### src/rtl/afd_pkg.sv
package afd_pkg;

    typedef enum logic [2:0] {
        CAUSE_NONE         = 3'd0,
        CAUSE_MISALIGN     = 3'd1,
        CAUSE_DATA_UNIMPL  = 3'd2,
        CAUSE_PROG_UNIMPL  = 3'd3,
        CAUSE_VEC_FETCH    = 3'd4,
        CAUSE_FETCH_UNIMPL = 3'd5,
        CAUSE_STK_OVF      = 3'd6,
        CAUSE_STK_UNF      = 3'd7
    } afd_cause_e;

    typedef struct packed {
        logic misalign;
        logic data_unimpl;
        logic prog_unimpl;
        logic vec_fetch;
        logic fetch_unimpl;
    } afd_addr_hits_t;

    typedef struct packed {
        logic ovf;
        logic unf;
    } afd_stk_hits_t;

    typedef struct packed {
        logic       addr_err;
        logic       stack_err;
        afd_cause_e cause;
    } afd_state_t;

    // Stack faults outrank address faults; overflow outranks underflow.
    function automatic afd_cause_e afd_pick_cause(afd_addr_hits_t a, afd_stk_hits_t s);
        afd_cause_e c;
        c = CAUSE_NONE;
        if (s.ovf)               c = CAUSE_STK_OVF;
        else if (s.unf)          c = CAUSE_STK_UNF;
        else if (a.misalign)     c = CAUSE_MISALIGN;
        else if (a.data_unimpl)  c = CAUSE_DATA_UNIMPL;
        else if (a.prog_unimpl)  c = CAUSE_PROG_UNIMPL;
        else if (a.vec_fetch)    c = CAUSE_VEC_FETCH;
        else if (a.fetch_unimpl) c = CAUSE_FETCH_UNIMPL;
        return c;
    endfunction

endpackage

### src/rtl/afd_data_chk.sv
module afd_data_chk #(
    parameter int unsigned AW      = 24,
    parameter int unsigned DMEM_LO = 'h0800,
    parameter int unsigned DMEM_HI = 'h0FFF,
    parameter int unsigned PMEM_HI = 'h7FFF
) (
    input  logic          valid,
    input  logic          prog,
    input  logic          word,
    input  logic [AW-1:0] addr,
    output logic          misalign,
    output logic          data_unimpl,
    output logic          prog_unimpl
);
    localparam logic [AW-1:0] D_LO = AW'(DMEM_LO);
    localparam logic [AW-1:0] D_HI = AW'(DMEM_HI);
    localparam logic [AW-1:0] P_HI = AW'(PMEM_HI);

    logic below_d, above_d, above_p;

    always_comb begin
        below_d     = addr < D_LO;
        above_d     = addr > D_HI;
        above_p     = addr > P_HI;
        misalign    = valid && word && addr[0];
        data_unimpl = valid && !prog && (below_d || above_d);
        prog_unimpl = valid && prog && above_p;
    end
endmodule

### src/rtl/afd_fetch_chk.sv
module afd_fetch_chk #(
    parameter int unsigned AW      = 24,
    parameter int unsigned VEC_HI  = 'h00FE,
    parameter int unsigned PMEM_HI = 'h7FFF
) (
    input  logic          fetch_valid,
    input  logic [AW-1:0] fetch_addr,
    input  logic          br_valid,
    input  logic [AW-1:0] br_target,
    output logic          vec_fetch,
    output logic          fetch_unimpl
);
    localparam int unsigned NSRC = 2;
    localparam logic [AW-1:0] V_HI = AW'(VEC_HI);
    localparam logic [AW-1:0] P_HI = AW'(PMEM_HI);

    logic [NSRC-1:0]         src_vld;
    logic [NSRC-1:0][AW-1:0] src_addr;
    logic [NSRC-1:0]         src_bad;

    always_comb begin
        src_vld[0]  = fetch_valid;
        src_addr[0] = fetch_addr;
        src_vld[1]  = br_valid;
        src_addr[1] = br_target;
    end

    // Each program-flow address source gets its own bound comparator.
    for (genvar i = 0; i < NSRC; i++) begin : g_src
        always_comb src_bad[i] = src_vld[i] && (src_addr[i] > P_HI);
    end

    always_comb begin
        vec_fetch    = fetch_valid && (fetch_addr <= V_HI);
        fetch_unimpl = |src_bad;
    end
endmodule

### src/rtl/afd_stack_chk.sv
module afd_stack_chk #(
    parameter int unsigned SPW      = 16,
    parameter int unsigned SP_FLOOR = 'h0800
) (
    input  logic           clk,
    input  logic           rst_n,
    input  logic           sp_wr,
    input  logic [SPW-1:0] sp_wdata,
    input  logic           lim_wr,
    input  logic [SPW-1:0] lim_wdata,
    output logic           ovf,
    output logic           unf
);
    localparam logic [SPW-1:0] FLOOR = SPW'(SP_FLOOR);

    logic [SPW-1:0] lim_d, lim_q;

    always_comb begin
        lim_d = lim_wr ? lim_wdata : lim_q;
        ovf   = sp_wr && (sp_wdata > lim_q);
        unf   = sp_wr && (sp_wdata < FLOOR);
    end

    always_ff @(posedge clk or negedge rst_n) begin
        if (!rst_n) lim_q <= '1;
        else        lim_q <= lim_d;
    end
endmodule

### src/rtl/addr_fault_det.sv
module addr_fault_det
    import afd_pkg::*;
#(
    parameter int unsigned AW       = 24,
    parameter int unsigned SPW      = 16,
    parameter int unsigned DMEM_LO  = 'h0800,
    parameter int unsigned DMEM_HI  = 'h0FFF,
    parameter int unsigned PMEM_HI  = 'h7FFF,
    parameter int unsigned VEC_HI   = 'h00FE,
    parameter int unsigned SP_FLOOR = 'h0800
) (
    input  logic           clk,
    input  logic           rst_n,
    input  logic           dacc_valid,
    input  logic           dacc_prog,
    input  logic           dacc_word,
    input  logic [AW-1:0]  dacc_addr,
    input  logic           fetch_valid,
    input  logic [AW-1:0]  fetch_addr,
    input  logic           br_valid,
    input  logic [AW-1:0]  br_target,
    input  logic           sp_wr,
    input  logic [SPW-1:0] sp_wdata,
    input  logic           lim_wr,
    input  logic [SPW-1:0] lim_wdata,
    input  logic           cause_clr,
    output logic           addr_err,
    output logic           stack_err,
    output logic [2:0]     cause
);
    afd_addr_hits_t ahit;
    afd_stk_hits_t  shit;
    afd_state_t     st_d, st_q;
    afd_cause_e     hit_cause;

    afd_data_chk #(
        .AW(AW), .DMEM_LO(DMEM_LO), .DMEM_HI(DMEM_HI), .PMEM_HI(PMEM_HI)
    ) u_data (
        .valid       (dacc_valid),
        .prog        (dacc_prog),
        .word        (dacc_word),
        .addr        (dacc_addr),
        .misalign    (ahit.misalign),
        .data_unimpl (ahit.data_unimpl),
        .prog_unimpl (ahit.prog_unimpl)
    );

    afd_fetch_chk #(
        .AW(AW), .VEC_HI(VEC_HI), .PMEM_HI(PMEM_HI)
    ) u_fetch (
        .fetch_valid  (fetch_valid),
        .fetch_addr   (fetch_addr),
        .br_valid     (br_valid),
        .br_target    (br_target),
        .vec_fetch    (ahit.vec_fetch),
        .fetch_unimpl (ahit.fetch_unimpl)
    );

    afd_stack_chk #(
        .SPW(SPW), .SP_FLOOR(SP_FLOOR)
    ) u_stack (
        .clk       (clk),
        .rst_n     (rst_n),
        .sp_wr     (sp_wr),
        .sp_wdata  (sp_wdata),
        .lim_wr    (lim_wr),
        .lim_wdata (lim_wdata),
        .ovf       (shit.ovf),
        .unf       (shit.unf)
    );

    always_comb begin
        hit_cause      = afd_pick_cause(ahit, shit);
        st_d           = st_q;
        st_d.addr_err  = |ahit;
        st_d.stack_err = |shit;
        if (cause_clr || st_q.cause == CAUSE_NONE) st_d.cause = hit_cause;
    end

    always_ff @(posedge clk or negedge rst_n) begin
        if (!rst_n) st_q <= '{addr_err: 1'b0, stack_err: 1'b0, cause: CAUSE_NONE};
        else        st_q <= st_d;
    end

    assign addr_err  = st_q.addr_err;
    assign stack_err = st_q.stack_err;
    assign cause     = st_q.cause;
endmodule

### config.mk
export PLATFORM = sky130hd
export DESIGN_NAME = addr_fault_det
export DESIGN_NICKNAME = d
export VERILOG_FILES = /design/src/rtl/afd_pkg.sv /design/src/rtl/afd_data_chk.sv /design/src/rtl/afd_fetch_chk.sv /design/src/rtl/afd_stack_chk.sv /design/src/rtl/addr_fault_det.sv
export SDC_FILE = /design/constraint.sdc
export NUM_CORES = 1
export LEC_CHECK = 0
export BUFFER_PORTS_ARGS = -buffer_cell sky130_fd_sc_hd__buf_4
export CAP_MARGIN = 10
export CORE_AREA = 3 3 74 55
export CTS_BUF_LIST = sky130_fd_sc_hd__clkbuf_4 sky130_fd_sc_hd__clkbuf_8 sky130_fd_sc_hd__clkbuf_16
export CTS_CLUSTER_DIAMETER = 200
export DETAILED_ROUTE_END_ITERATION = 10
export DIE_AREA = 0 0 77 58
export GPL_TIMING_DRIVEN = 0
export PLACE_DENSITY = 0.82
export SLEW_MARGIN = 20
export SYNTH_ARGS = -nofsm -noshare
export SYNTH_HDL_FRONTEND = slang
export SYNTH_SLANG_ARGS = --single-unit
### constraint.sdc
create_clock -name clk -period 3.4 [get_ports clk]
set_clock_uncertainty 0.15 [all_clocks]
set_input_delay 0.34 -clock clk [delete_from_list [all_inputs] [get_ports clk]]
set_output_delay 0.34 -clock clk [all_outputs]
set_load 0.03 [all_outputs]
==> flow_metrics.env <==
export IMPL_synth_top_family_by_area="simple AND/OR/NAND/NOR gates"
export IMPL_startpoint_type="register"
export IMPL_rows=18
export IMPL_first_pass_iters=4
export IMPL_diodes=0
export IMPL_ys_top_cells_by_area="dfstp_2 30%, ha_1 14%, dfrtp_1 9.0%"
export IMPL_synthXorXnorAreaFrac_pct=0
export IMPL_cp_slowest_stage_delay_ns=0.52
export IMPL_die_h_um=58
export IMPL_postLayoutCellArea_sq_um=2210
export IMPL_power_leakage_nw=1.07
export IMPL_setup_viol=0
export IMPL_ys_ff_latch=21
export IMPL_wl_met3_um=204
export IMPL_synth_most_common_cell="nand2_1"
export IMPL_drive_gt1_share_pct=45.4
export IMPL_status="completed"
export IMPL_yosysUniqueCellTypes=28
export IMPL_grt_pass1_wl_um=6410
export IMPL_placed_cells=305
export IMPL_top_layer="met4"
export IMPL_vias=1489
export IMPL_grt_max_degree=22
export IMPL_clock_root_buffer="clkbuf_8"
export IMPL_crit_chain="inv_1 > ha_1 > nand4_2 > a2111o_1 > a31oi_1 > nor2_1 > a31oi_1"
export IMPL_start_util_pct=40.3
export IMPL_place_gp_congestion=0.787
export IMPL_maxCapViolations=0
export IMPL_syn_to_final_growth_pct=59.1
export IMPL_dp_final_hpwl_um=3430
export IMPL_layout_worst_path_cycle_share_pct=64.3
export IMPL_worstPathRequired_ns=3.43
export IMPL_grt_pass1_vias=1489
export IMPL_synth_main_ff_cell="dfstp_2"
export IMPL_post_cts_buffers=0
export IMPL_cts_sinks=21
export IMPL_instances_no_fill=310
export IMPL_synth_simple_area_share_pct=23.1
export IMPL_seq_area_frac_synth_pct=39.3
export IMPL_cp_arrival_ns=2.21
export IMPL_startpoint="u_stack.lim_q[15]$_DFFE_PN1P_"
export IMPL_vias_per_cell=4.80
export IMPL_synthAdderAreaFrac_pct=14.4
export IMPL_synth_enable_flop_cells=0
export IMPL_clockBufferDepth=2
export IMPL_numCtsBuffers=3
export IMPL_cts_resized=0
export IMPL_slowest_stage="dfstp_2"
export IMPL_worst_hold_startpoint="cause_clr"
export IMPL_dr_wl_met2_um=2000
export IMPL_rsz0062_at_grt="no"
export IMPL_synth_area_mux_share_pct=0.812
export IMPL_syn_area_per_cell_sq_um=8.57
export IMPL_mappedNetlistNets=292
export IMPL_ys_warn_count=0
export IMPL_hold_class="input pin to register"
export IMPL_netlist_instances=162
export IMPL_drt_initial_drc_count=58
export IMPL_yosys_top_cells_count="24 x nand2_1, 20 x o21ai_0, 19 x inv_1, 16 x dfstp_2, 16 x ha_1"
export IMPL_io_buffer_count=93
export IMPL_grt_overflow_total=0
export IMPL_relSlewSlack_pct=69.1
export IMPL_cts_hold_buffers_added=1
export IMPL_core_area_sq_um=3450
export IMPL_cp_max_fo=5
export IMPL_clock_fmax_ghz=0.458
export IMPL_clk_pin_slew_ns=0.08
export IMPL_r2r_start="u_stack.lim_q[15]$_DFFE_PN1P_"
export IMPL_yosysTopAreaCellShare_pct=30.3
export IMPL_ir_drop_mv=0.170
export IMPL_cts_htree_levels=1
export IMPL_finalHoldViolCount=0
export IMPL_wl_um=4020
export IMPL_crit_type="register to register"
export IMPL_worstMarginPinSlew_ns=0.464
export IMPL_antenna_found_initial=0
export IMPL_cts_tree="yes"
export IMPL_power_density_nw_per_um2=315
export IMPL_dpl_cell_area_sq_um=2150
export IMPL_drc_errors=0
export IMPL_die_x_um=77
export IMPL_tns_ns=0
export IMPL_path_common_cell="a31oi_1"
export IMPL_endpoint_kind="register"
export IMPL_ant_nets=0
export IMPL_grt_usage_pct=17.9
export IMPL_clk_latency_ns=0.26
export IMPL_syn_area_sq_um=1390
export IMPL_maxSlewViolCount=0
export IMPL_finalCriticalPeriod_ns=2.19
export IMPL_finalNetCount=391
export IMPL_synth_compound_area_share_pct=16.4
export IMPL_async_flop_share_pct=100
export IMPL_dieArea_sq_um=4470
export IMPL_wl_per_cell_um=13.0
export IMPL_ioPinCount=119
export IMPL_synth_area_leader_cell="dfstp_2"
export IMPL_wl_met1_um=1790
-- metal layers --
metal,up-vias,GRT usage (%)
met2,44,33.1
met5,-,0
met1,670,22.3
li1,773,-
met3,2,3.88
met4,0,2.28
-- cells by family after synthesis --
group / after synthesis
fa+ha+maj: 16
mux: 1
flops: 21
simple gates: 63
buf+inv: 22
compound gates: 39
-- critical path: cells and delay by family (launching register included) --
family / cells / cell delay [ns]
AO/OA/AOI/OAI: 3 / 0.79
flip-flops: 1 / 0.52
adder cells (fa/ha/maj): 1 / 0.32
AND/OR/NAND/NOR: 2 / 0.27
buffers and inverters: 1 / 0.05
-- through the flow --
| step | setup slack, ns | power, mW | util [%] | hold slack, ns |
|---|---|---|---|---|
| 2_1_floorplan | 1.41 | 0.404 | - | -0.106 |
| 3_3_place_gp | 1.28 | 0.520 | 62.3 | 0.0815 |
| 3_5_place_dp | 1.23 | 0.529 | 62.3 | 0.0841 |
| 4_1_cts | 1.21 | 0.701 | 64.1 | 0.130 |
| 5_1_grt | 1.03 | 0.740 | 64.1 | 0.132 |
| 6_report | 1.21 | 0.696 | 64.1 | 0.132 |
-- path summary, 6_finish.rpt --
path | slack [ns] | end | cells past startpoint
hold / removal | 0.13 | cause[0]$_DFFE_PN0P_ | 2
max in group asynchronous | 2.49 | u_stack.lim_q[0]$_DFFE_PN1P_ | 2
setup / recovery | 1.21 | cause[1]$_DFFE_PN0P_ | 7
hold reg to reg | 0.36 | u_stack.lim_q[9]$_DFFE_PN1P_ | 2
setup reg to reg | 1.21 | cause[1]$_DFFE_PN0P_ | 7
min in group asynchronous | 0.34 | addr_err$_DFF_PN0_ | 2
-- area by class of cell --
cell class	count	area (sq um)
buffer	3	11.3
multi-input combinational	119	759
fill	293	1240
timing repair buffer	94	708
clock buffer	4	48.8
tap	50	62.6
sequential	21	546
inverter	19	71.3
-- flip-flops by register name (all words and copies together), names as in the netlist --
name,flops
u_stack.lim_q,16
cause,3
addr_err,1
stack_err,1
-- cell usage in the layout, fill, tap and decap left out, types with 2 or more instances in the layout --
master,count
a211oi_1,2
a21oi_1,7
a31oi_1,3
buf_4,93
clkbuf_1,3
clkbuf_8,3
dfrtp_1,5
dfstp_2,16
ha_1,16
inv_1,19
nand2_1,24
nand3_1,4
nand4_1,6
nor2_1,11
nor2b_1,2
nor3_1,5
nor4_1,5
o211ai_1,3
o21ai_0,20
-- where the power goes --
group          internal, mW  leakage [nW]  total, mW  switching, mW
Sequential            0.288         0.224      0.299         0.0109
Clock                0.0914        0.0262      0.170         0.0786
Combinational         0.120         0.819      0.227          0.107
No activity file was read; power rests on OpenSTA's default activity.
